===== src/rtl/hdr_ratio_pkg.sv =====
package hdr_ratio_pkg;

  typedef enum logic [1:0] {
    RATIO_X1 = 2'd0,
    RATIO_X2 = 2'd1,
    RATIO_X4 = 2'd2,
    RATIO_X8 = 2'd3
  } ratio_e;

  // Base code from the flags; the 32-bit bus doubles a non-unity ratio.
  function automatic ratio_e pick_ratio(logic wide, logic enc, logic cmp);
    logic [1:0] base;
    if (!enc && !cmp) return RATIO_X1;
    base = cmp ? 2'd2 : 2'd1;
    return ratio_e'(base + {1'b0, wide});
  endfunction

endpackage


===== src/rtl/hdr_word_ctr.sv =====
module hdr_word_ctr #(
  parameter int LAST_IDX = 229,
  localparam int CNT_W = $clog2(LAST_IDX + 1)
) (
  input  logic             clk,
  input  logic             rst_n,
  input  logic             sos_i,
  input  logic             vld_i,
  input  logic             last_i,
  output logic [CNT_W-1:0] idx_o,
  output logic             acc_o,
  output logic             hit_o,
  output logic             short_o
);
  logic [CNT_W-1:0] cnt_q;
  logic             done_q;
  logic             live;

  assign idx_o   = sos_i ? '0 : cnt_q;
  assign live    = sos_i || !done_q;
  assign acc_o   = vld_i && live;
  assign hit_o   = acc_o && (idx_o == CNT_W'(LAST_IDX));
  assign short_o = acc_o && last_i && !hit_o;

  always_ff @(posedge clk) begin
    if (!rst_n) begin
      cnt_q  <= '0;
      done_q <= 1'b0;
    end else begin
      if (sos_i) begin
        cnt_q  <= '0;
        done_q <= 1'b0;
      end
      if (acc_o) begin
        if (hit_o || short_o) done_q <= 1'b1;
        else                  cnt_q  <= idx_o + CNT_W'(1);
      end
    end
  end


  ctr_frozen_chk: assert property (@(posedge clk) disable iff (!rst_n)
    (done_q && !sos_i) |=> $stable(cnt_q));


  ctr_range_chk: assert property (@(posedge clk) disable iff (!rst_n)
    cnt_q <= CNT_W'(LAST_IDX));

endmodule


===== src/rtl/hdr_flag_cap.sv =====
module hdr_flag_cap #(
  parameter int WORD_W  = 32,
  parameter int ENC_IDX = 69,
  parameter int ENC_LSB = 2,
  parameter int CMP_BIT = 1,
  parameter int IDX_W   = 8
) (
  input  logic              clk,
  input  logic              rst_n,
  input  logic              sos_i,
  input  logic              acc_i,
  input  logic [IDX_W-1:0]  idx_i,
  input  logic [WORD_W-1:0] data_i,
  output logic              enc_o,
  output logic              cmp_now_o
);
  logic enc_q;
  logic enc_beat;

  assign enc_beat  = acc_i && (idx_i == IDX_W'(ENC_IDX));
  assign enc_o     = enc_q;
  assign cmp_now_o = ~data_i[CMP_BIT];

  always_ff @(posedge clk) begin
    if (!rst_n) begin
      enc_q <= 1'b0;
    end else begin
      if (sos_i)    enc_q <= 1'b0;
      if (enc_beat) enc_q <= |data_i[ENC_LSB +: 2];
    end
  end


  enc_load_chk: assert property (@(posedge clk) disable iff (!rst_n)
    enc_beat |=> (enc_q == |$past(data_i[ENC_LSB +: 2])));

endmodule


===== src/rtl/hdr_ratio_map.sv =====
module hdr_ratio_map
  import hdr_ratio_pkg::*;
(
  input  logic       wide_i,
  input  logic       enc_i,
  input  logic       cmp_i,
  output logic [1:0] code_o
);
  ratio_e sel;

  always_comb begin
    sel    = pick_ratio(wide_i, enc_i, cmp_i);
    code_o = sel;
  end


  always_comb begin
    x1_map_chk: assert (!(enc_i || cmp_i) -> (code_o == 2'd0));
  end

endmodule


===== src/rtl/hdr_ratio_sel.sv =====
module hdr_ratio_sel #(
  parameter int WORD_W  = 32,
  parameter int ENC_IDX = 69,
  parameter int ENC_LSB = 2,
  parameter int CMP_IDX = 229,
  parameter int CMP_BIT = 1,
  localparam int IDX_W  = $clog2(CMP_IDX + 1)
) (
  input  logic              clk,
  input  logic              rst_n,
  input  logic              sos_i,
  input  logic              beat_vld_i,
  input  logic [WORD_W-1:0] beat_data_i,
  input  logic              beat_last_i,
  input  logic              wide_i,
  output logic [1:0]        ratio_o,
  output logic              wide_o,
  output logic              enc_o,
  output logic              cmp_o,
  output logic              rdy_o,
  output logic              err_o
);
  logic [IDX_W-1:0] idx;
  logic             acc;
  logic             hit;
  logic             short_hdr;
  logic             enc_flag;
  logic             cmp_now;
  logic [1:0]       code_now;

  hdr_word_ctr #(.LAST_IDX(CMP_IDX)) ctr_i (
    .clk(clk), .rst_n(rst_n), .sos_i(sos_i), .vld_i(beat_vld_i),
    .last_i(beat_last_i), .idx_o(idx), .acc_o(acc), .hit_o(hit),
    .short_o(short_hdr)
  );

  hdr_flag_cap #(
    .WORD_W(WORD_W), .ENC_IDX(ENC_IDX), .ENC_LSB(ENC_LSB),
    .CMP_BIT(CMP_BIT), .IDX_W(IDX_W)
  ) cap_i (
    .clk(clk), .rst_n(rst_n), .sos_i(sos_i), .acc_i(acc), .idx_i(idx),
    .data_i(beat_data_i), .enc_o(enc_flag), .cmp_now_o(cmp_now)
  );

  hdr_ratio_map map_i (
    .wide_i(wide_i), .enc_i(enc_flag), .cmp_i(cmp_now), .code_o(code_now)
  );

  always_ff @(posedge clk) begin
    if (!rst_n) begin
      ratio_o <= 2'd0;
      wide_o  <= 1'b0;
      enc_o   <= 1'b0;
      cmp_o   <= 1'b0;
      rdy_o   <= 1'b0;
      err_o   <= 1'b0;
    end else begin
      rdy_o <= hit;
      err_o <= short_hdr;
      if (hit) begin
        ratio_o <= code_now;
        wide_o  <= wide_i;
        enc_o   <= enc_flag;
        cmp_o   <= cmp_now;
      end
    end
  end


  strobe_excl_chk: assert property (@(posedge clk) disable iff (!rst_n)
    !(rdy_o && err_o));


  rdy_pulse_chk: assert property (@(posedge clk) disable iff (!rst_n)
    rdy_o |=> !rdy_o);


  x1_code_chk: assert property (@(posedge clk) disable iff (!rst_n)
    (rdy_o && !enc_o && !cmp_o) |-> (ratio_o == 2'd0));


  cmp_code_chk: assert property (@(posedge clk) disable iff (!rst_n)
    (rdy_o && cmp_o) |-> (ratio_o == {1'b1, wide_o}));


  err_hold_chk: assert property (@(posedge clk) disable iff (!rst_n)
    err_o |-> $stable(ratio_o));

endmodule


===== config.mk =====
export PLATFORM = sky130hd
export DESIGN_NAME = hdr_ratio_sel
export DESIGN_NICKNAME = d
export VERILOG_FILES = /design/src/rtl/hdr_ratio_pkg.sv /design/src/rtl/hdr_word_ctr.sv /design/src/rtl/hdr_flag_cap.sv /design/src/rtl/hdr_ratio_map.sv /design/src/rtl/hdr_ratio_sel.sv
export SDC_FILE = /design/constraint.sdc
export NUM_CORES = 1
export LEC_CHECK = 0
export ABC_AREA = 1
export CAP_MARGIN = 20
export CORE_MARGIN = 1
export CORE_UTILIZATION = 44
export CTS_BUF_LIST = sky130_fd_sc_hd__clkbuf_2 sky130_fd_sc_hd__clkbuf_4 sky130_fd_sc_hd__clkbuf_8
export DETAILED_ROUTE_END_ITERATION = 10
export PLACE_DENSITY = 0.88
export SLEW_MARGIN = 40
export SYNTH_ARGS = -nofsm -noshare
export SYNTH_HDL_FRONTEND = slang
export SYNTH_HIERARCHICAL = 1
export SYNTH_SLANG_ARGS = --single-unit

===== constraint.sdc =====
create_clock -name clk -period 1.6 [get_ports clk]
set_clock_uncertainty 0.1 [all_clocks]
set_input_delay 0.32 -clock clk [delete_from_list [all_inputs] [get_ports clk]]
set_output_delay 0.32 -clock clk [all_outputs]
set_load 0.05 [all_outputs]

==> reports/results.txt, run 1 <==
Final period util: 0.9586
global-route wire length before repair: 4981 um
XOR/XNOR Fraction of Synth Area: 0
fin worst setup slack: 0.06629 ns
CP Data Required Time: 1.74 ns
CTS Buf Count: 3
worst skew pair latency: 0.30 ns
adder-cell share of the synthesized area: 0.02312
crit path time final: 1.534 ns
maximum resistive drop on vdd: 0.4224 mV
final WL: 3038 um
die width: 51.60 um
status: finished, final reports clean
Antenna Violating Nets Remaining: 0
Arr. time, crit path: 1.68 ns
Max Root-Sink Buffers: 2
Hold WC Path Type: input pin to flip-flop
gr ovfl total: 0
port bufs: 15
Clock Sinks: 17
largest net degree at the start of global routing: 13
sequential fraction of the synthesis area: 0.3145
Slew Viols, Final: 0
pre-CTS setup slack: -0.5425 ns
Post-Syn Nets: 224
Distinct cells, synth: 14
layout cells sized above 1: 0.2895
Final GP Congestion: 0.9110
htree depth: 1
WL met1: 1188 um
Layout Nets: 269
WS Path Type: flip-flop to flip-flop
Worst Reg2Reg Path Length in Cells: 11
die area: 0.002662 mm^2
DR WL met3: 175 um
Via Count: 1244
hold path depth: 5
Die H: 51.60 um
Synth Register Bits: 17
drt wl/cell: 11.87 um
Total Routing Usage GR: 0.2554
Via density: 4.859
critical path peak fanout: 3
Top Ports: 45
CP Capture Type: flip-flop
PwrDens: 521.4 mW/mm^2
core area: 0.002255 mm^2
Initial Utilization: 0.4800
Rows: 17
main combinational cell family by area after synthesis: simple AND/OR/NAND/NOR gates
biggest area consumer among synthesized cells: dfxtp_1
post-synthesis compound-gate area fraction: 0.02197
P_leak: 0.7908 nW
CP Launch Type: flip-flop
post-synthesis mux area share: 0
Least-Margin Pin Slew: 0.3195 ns
area delta synth->final: 46.59%
# DRC: 0
CTS tree: built
# setup viols final: 0
multi-input logic area: 574.3 um^2
DR iter-0 viols: 44
Detailed Place HPWL: 2337 um
Yosys top cell area share: 0.3145
clock slew at reported path FFs: 0.10 ns
Post-Synthesis Cells: 184
initial antenna violation count: 0
FMAX: 652.0 MHz
Antenna Diode Count: 0
fillcell total: 176
Simple-Gate Fraction of Synth Area: 0.4601
max_slew headroom: 0.7870
Hold Fails Final Rpt: 0
synth top area cells: dfxtp_1, inv_1, nor2_1
Core Util, Final: 0.7037
vias in the first global route: 1188
Synthesis Warnings: 6
Max-Cap Viols: 0
first drt pass iteration count: 4
met2 wire length: 1621 um
top layer in use: met4
commonest non-fill, non-tap cells in the layout: nor2_1, inv_1, nand2_1
root buf cell: clkbuf_4
Syn Area/Cell: 5.882 um^2
Reg area: 344.1 um^2
Mapped Area: 0.001082 mm^2
[power breakdown]
group	total (W)	internal [W]	leakage [nW]	switching (W)
Combinational	0.000137	0.0000681	0.634	0.0000690
Clock	0.000254	0.000114	0.0184	0.000140
Sequential	0.000436	0.000430	0.139	0.00000572
[path summary, 6_finish.rpt]
kind | slack [ns] | end | from
min | 0.39 | cap_i/enc_o | sos_i
max reg2reg | 0.07 | ctr_i/cnt_q[6] | ctr_i/cnt_q[1]
max | 0.07 | ctr_i/cnt_q[6] | ctr_i/cnt_q[1]
min reg2reg | 0.43 | ratio_o[1] | ratio_o[1]
[metal layers]
| metal | vias to the layer above | GRT usage |
|---|---|---|
| li1 | 627 | - |
| met2 | 44 | 0.4610 |
| met4 | 0 | 0.09459 |
| met1 | 566 | 0.2781 |
| met5 | - | 0 |
| met3 | 7 | 0.07602 |
[cells by family after synthesis]
| kind of cell | after synthesis |
|---|---|
| fa+ha+maj | 2 |
| simple gates | 114 |
| compound gates | 3 |
| buf+inv | 48 |
| flops | 17 |
[flip-flops by register name, indices dropped and copies added, names as in the netlist]
signal        cells
wide_o            1
ctr_i/done_q      1
ctr_i/cnt_q       8
cmp_o             1
err_o             1
ratio_o           2
enc_o             1
rdy_o             1
cap_i/enc_o       1
[stage by stage]
step | total power [W] | hold slack (ns) | instances | cell area [um^2] | TNS (ns)
floorplan | 0.0004988 | 0.3135 | 184 | 1082 | 0
detailed placement | 0.0005669 | 0.4266 | 248 | 1500 | -6.593
global route | 0.0008767 | 0.3839 | 256 | 1587 | -0.03164
global placement | 0.0005617 | 0.4110 | 248 | 1500 | -5.542
finish | 0.0008272 | 0.3851 | 256 | 1587 | 0
CTS | 0.0008254 | 0.4412 | 254 | 1544 | 0
[cells in the mapped netlist]
cell type  number
ha_1            2
nand3_4         1
nand3_1         9
buf_6           2
inv_1          45
nand2_1        41
a21oi_2         1
nor2_2          7
inv_2           1
o21bai_1        2
dfxtp_1        17
nor2_1         45
nand4_1         6
nand2_2         5
[repair_timing]
item                                    4_1_cts  5_1_grt
buffers inserted                              2        2
hold buffers                                  0        0
endpoints found under the hold margin         0        0
gates resized for setup                       1       15
endpoints found under the setup margin       14        8
pin swaps                                     0        6
[critical path, stage by stage (launching register included)]
cell	delay (ns)
dfxtp_2	0.36
nand2_2	0.08
inv_2	0.07
ha_4	0.13
nand2_2	0.05
inv_1	0.07
nand3_1	0.07
nor2_1	0.15
nand4_1	0.16
nand2_1	0.10
nand2_1	0.05
nor2_1	0.09
[layout make-up]
| type | count | area share |
|---|---|---|
| multi-input combinational | 119 | 0.3620 |
| timing repair buffer | 42 | 0.2713 |
| sequential | 17 | 0.2169 |
| inverter | 46 | 0.1088 |
| tap | 28 | 0.02208 |
| clock buffer | 4 | 0.01893 |
Note: power is estimated with default switching activity, not from simulation.
==> inputs of run 2 (changes only) <==
Settings changed: CORE_MARGIN 1 to 2, SLEW_MARGIN 40 to 20.
==> run 2 against run 1 <==
Effect of this change: global-route usage is 3.8 points lower; sequential cell count stayed put; critical endpoint unchanged; critical path type unchanged; cell area is 1.8% lower; highest routed layer unchanged.
==> reports/results.txt, run 2 (same netlist as run 1, synthesis figures left out) <==
status: finished, final reports clean
Max-Cap Viols: 0
Max Root-Sink Buffers: 2
Arr. time, crit path: 1.66 ns
initial antenna violation count: 0
Via density: 4.723
max reg flops: 8
Via Count: 1195
CP Capture Type: flip-flop
final WL: 2739 um
P_leak: 0.7800 nW
CP Data Required Time: 1.74 ns
Post-Layout Cell Count: 253
Total Routing Usage GR: 0.2175
global-route wire length before repair: 4505 um
FMAX: 657.5 MHz
root buf cell: clkbuf_4
first drt pass iteration count: 4
Die H: 53.60 um
CTS tree: built
Worst Reg2Reg Path Length in Cells: 11
critical path peak fanout: 3
Reg2Reg Launch Point: ctr_i/cnt_q[1]
area delta synth->final: 43.93%
Hold WC Path Type: input pin to flip-flop
CTS Buf Count: 3
clock slew at reported path FFs: 0.10 ns
commonest non-fill, non-tap cell in the layout: inv_1
Antenna Diode Count: 0
layout cells sized above 1: 0.2711
# setup viols final: 0
vias in the first global route: 1098
worst skew pair latency: 0.29 ns
Antenna Violating Nets Remaining: 0
maximum resistive drop on vdd: 0.5060 mV
Initial Utilization: 0.4755
DR iter-0 viols: 21
biggest regs: ctr_i/cnt_q (8), ratio_o (2)
Layout Nets: 266
largest net degree at the start of global routing: 13
Hold Fails Final Rpt: 0
WS Path Type: flip-flop to flip-flop
Largest Register: ctr_i/cnt_q
max_slew headroom: 0.8031
R2R setup slack: 0.08 ns
crit path to: ctr_i/cnt_q[6]
drt wl/cell: 10.83 um
Detailed Place HPWL: 2119 um
htree depth: 1
cts hold-fix bufs: 0
CP Launch Type: flip-flop
overall power: 0.0008103 W
placed insts: 248
die area: 0.002872 mm^2
die width: 53.60 um
# DRC: 0
gr ovfl total: 0
core area: 0.002276 mm^2
fillcell total: 186
Clock Sinks: 17
crit path launch: ctr_i/cnt_q[1]
port bufs: 15
Final GP Congestion: 0.9176
PwrDens: 520.2 mW/mm^2
Slew Viols, Final: 0
crit path time final: 1.521 ns
Top Ports: 45
Final period util: 0.9506
final instance area: 0.001558 mm^2
minimum hold slack: 0.3694 ns
dpl cell area: 0.001500 mm^2
commonest non-fill, non-tap cells in the layout: inv_1, nor2_1, nand2_1
Least-Margin Pin Slew: 0.2954 ns
reg-to-reg endpoint: ctr_i/cnt_q[6]
TNS Setup: 0 ns
Rows: 17
## run 2: changes by cell type in the layout (fill, tap and decap cells not counted)
| cell | previous run | this run |
|---|---|---|
| nor2_4 | 0 | 1 |
| nor2_2 | 9 | 8 |
| buf_4 | 26 | 23 |
| inv_1 | 43 | 44 |
| dfxtp_2 | 3 | 2 |
| ha_2 | 0 | 1 |
| inv_2 | 3 | 2 |
| ha_4 | 1 | 0 |
| dfxtp_1 | 14 | 15 |
## run 2: final cells by class
cell class / instances / area, um^2 / area share
clock buffers: 4 / 30.03 / 0.01928
inverters: 46 / 172.7 / 0.1108
multi-input cells: 119 / 569.3 / 0.3655
flip-flops and latches: 17 / 342.8 / 0.2201
well taps: 28 / 35.03 / 0.02249
repair buffers: 39 / 407.9 / 0.2618
## run 2: critical path, cell delays in order (launching register included)
cell and delay, ns:
dfxtp_2 0.36, nand2_2 0.07, inv_1 0.07, ha_2 0.20
nand2_2 0.07, inv_1 0.06, nand3_1 0.07, nor2_1 0.11
nand4_1 0.14, nand2_1 0.10, nand2_1 0.05, nor2_1 0.07
## run 2: how the worst min path moves through the flow
stage               startpoint  slack (ns)     endpoint  cells past startpoint
floorplan                rst_n        0.31        err_o                      2
global placement    ratio_o[1]        0.42   ratio_o[1]                      2
detailed placement       cmp_o        0.43        cmp_o                      2
CTS                 ratio_o[1]        0.45   ratio_o[1]                      2
global route             sos_i        0.39  cap_i/enc_o                      5
finish                   sos_i        0.37  cap_i/enc_o                      5
## run 2: where the power goes
| group | switching [W] | internal (W) |
|---|---|---|
| Combinational | 0.0000669 | 0.0000626 |
| Sequential | 0.00000562 | 0.000430 |
| Clock | 0.000131 | 0.000114 |
| Total | 0.000204 | 0.000606 |
## run 2: metrics by stage
| step | setup WS [ns] | utilization |
|---|---|---|
| floorplan | 0.1257 | - |
| global placement | -0.4588 | 0.6592 |
| detailed placement | -0.5013 | 0.6592 |
| CTS | 0.07889 | 0.6751 |
| global route | -0.02231 | 0.6844 |
| finish | 0.07909 | 0.6844 |
## run 2: routing by layer
layer,vias to the layer above,track usage,wire (um)
met5,-,0,0
met4,0,0.07265,37
met3,4,0.06667,179
met2,43,0.3765,1376
met1,530,0.2538,1146
li1,618,-,-
## run 2: repair_timing
item                                    CTS  global route
gates resized for setup                   1            13
pin swaps                                 0             5
endpoints found under the hold margin     0             0
buffers inserted                          1             0
endpoints found under the setup margin   17             7
==> inputs of run 3 (changes only) <==
--- a/config.mk
+++ b/config.mk
@@ -9,8 +9,8 @@
 export CAP_MARGIN = 20
 export CORE_MARGIN = 2
-export CORE_UTILIZATION = 44
+export CORE_UTILIZATION = 47
 export CTS_BUF_LIST = sky130_fd_sc_hd__clkbuf_2 sky130_fd_sc_hd__clkbuf_4 sky130_fd_sc_hd__clkbuf_8
 export DETAILED_ROUTE_END_ITERATION = 10
-export PLACE_DENSITY = 0.88
+export PLACE_DENSITY = 0.93
 export SLEW_MARGIN = 20
 export SYNTH_ARGS = -nofsm -noshare
==> constraint.sdc (replaced) <==
create_clock -name clk -period 1.9 [get_ports clk]
set_clock_uncertainty 0.1 [all_clocks]
set_input_delay 0.57 -clock clk [delete_from_list [all_inputs] [get_ports clk]]
set_output_delay 0.57 -clock clk [all_outputs]
set_load 0.05 [all_outputs]
==> run 3 against run 2 <==
Effect of this change: count of clock-buffer cells in the layout did not move; register-to-register slack gained 0.27 ns; sequential power is 16% lower; critical path type is now input pin to flip-flop; sequential cell count did not move; cell count is 1.2% lower; total power shrank 15%; critical path depth is 2 higher; clock power decreased by 9.8%; non-clock buffer count down 3; hold slack better by 0.028 ns.
==> reports/results.txt, run 3 (same netlist as run 1, synthesis figures left out) <==
CP Data Required Time: 2.05 ns
# setup viols final: 0
Initial Utilization: 0.4940
Rows: 17
htree depth: 1
overall power: 0.0006868 W
fillcell total: 186
largest net degree at the start of global routing: 13
PwrDens: 474.0 mW/mm^2
Hold EP: ratio_o[1]
Least-Margin Pin Slew: 0.2758 ns
status: finished, final reports clean
CTS Buf Count: 3
Post-Layout Cell Count: 250
Total Routing Usage GR: 0.2220
Slew Viols, Final: 0
reg-to-reg endpoint: ctr_i/cnt_q[6]
CTS tree: built
Die H: 51.99 um
P_leak: 0.7472 nW
Max-Cap Viols: 0
max_slew headroom: 0.8161
Antenna Violating Nets Remaining: 0
Final GP Congestion: 0.9553
Worst Reg2Reg Path Length in Cells: 11
area delta synth->final: 33.87%
die width: 51.99 um
CP Capture Type: flip-flop
first drt pass iteration count: 4
Top Ports: 45
cts hold-fix bufs: 0
crit path launch: sos_i
CP Launch Type: input pin
global-route wire length before repair: 4243 um
max reg flops: 8
root buf cell: clkbuf_4
Final period util: 0.9546
Reg2Reg Launch Point: ctr_i/cnt_q[0]
biggest regs: ctr_i/cnt_q (8), ratio_o (2)
Max Root-Sink Buffers: 2
multi-input logic area: 556.8 um^2
final WL: 2631 um
WS Path Type: input pin to flip-flop
Hold Startpoint: ratio_o[1]
Hold WC Path Type: flip-flop to flip-flop
maximum resistive drop on vdd: 0.4078 mV
drt wl/cell: 10.52 um
core area: 0.002191 mm^2
Arr. time, crit path: 1.97 ns
clock slew at reported path FFs: 0.10 ns
worst skew pair latency: 0.30 ns
vias in the first global route: 1025
commonest non-fill, non-tap cells in the layout: nor2_1, inv_1, nand2_1
gr ovfl total: 0
DR iter-0 viols: 21
Clock Sinks: 17
layout cells sized above 1: 0.2342
R2R setup slack: 0.35 ns
Largest Register: ctr_i/cnt_q
Layout Nets: 263
FMAX: 551.3 MHz
final instance area: 0.001449 mm^2
critical path peak fanout: 5
dpl cell area: 0.001410 mm^2
Via density: 4.644
hold path depth: 2
# DRC: 0
Via Count: 1161
port bufs: 15
crit path time final: 1.814 ns
initial antenna violation count: 0
Reg area: 340.3 um^2
Antenna Diode Count: 0
placed insts: 246
Hold Fails Final Rpt: 0
die area: 0.002702 mm^2
Detailed Place HPWL: 2051 um
run 3: report_power, final:
group          switching, W  leakage (nW)  internal [W]
registers        0.00000403         0.138      0.000361
clock network      0.000125        0.0184     0.0000963
logic             0.0000522         0.591     0.0000482
total              0.000181         0.747      0.000506
run 3: how the worst max path moves through the flow:
| stage | cells past startpoint | to | slack, ns |
|---|---|---|---|
| after floorplan | 12 | ctr_i/cnt_q[6] | 0.18 |
| after global placement | 11 | ratio_o[0] | -0.37 |
| after detailed placement | 11 | wide_o | -0.44 |
| after CTS | 13 | ctr_i/cnt_q[6] | 0.13 |
| after global routing | 13 | ctr_i/cnt_q[6] | -0.01 |
| final | 13 | ctr_i/cnt_q[6] | 0.09 |
run 3: final cells by class:
| class | instances | share of cell area |
|---|---|---|
| multi-input combinational | 119 | 0.3843 |
| timing repair buffer | 36 | 0.2168 |
| tap | 28 | 0.02418 |
| sequential | 17 | 0.2349 |
| clock buffer | 4 | 0.02073 |
| inverter | 46 | 0.1192 |
run 3: metal layers:
layer  track usage  wire length [um]  vias up
met5             0                 0        -
met1        0.2367              1112      513
li1              -                 -      615
met3       0.06322               121        8
met4        0.1316                82        0
met2        0.3840              1314       25
run 3: critical path, cell delays in order:
cell           delay [ns]
dlygate4sd2_1        0.27
inv_2                0.13
nand2_2              0.08
inv_2                0.06
ha_2                 0.18
nand2_1              0.08
inv_1                0.06
nand3_1              0.07
nor2_1               0.12
nand4_1              0.14
nand2_1              0.10
nand2_1              0.04
nor2_1               0.07
run 3: through the flow:
step | hold WS (ns) | setup slack, ns | utilization | TNS (ns)
2_1_floorplan | 0.4199 | 0.1757 | - | 0
3_3_place_gp | 0.3724 | -0.3729 | 0.6436 | -5.101
3_5_place_dp | 0.3805 | -0.4351 | 0.6436 | -5.829
4_1_cts | 0.4027 | 0.1262 | 0.6579 | 0
5_1_grt | 0.4286 | -0.01288 | 0.6613 | -0.01288
6_report | 0.3977 | 0.08623 | 0.6613 | 0
run 3: repair_timing:
item,CTS,global route
setup buffers,0,0
resized for setup,2,4
setup endpoints to repair,8,1
cloned,0,0
pin swaps,0,3
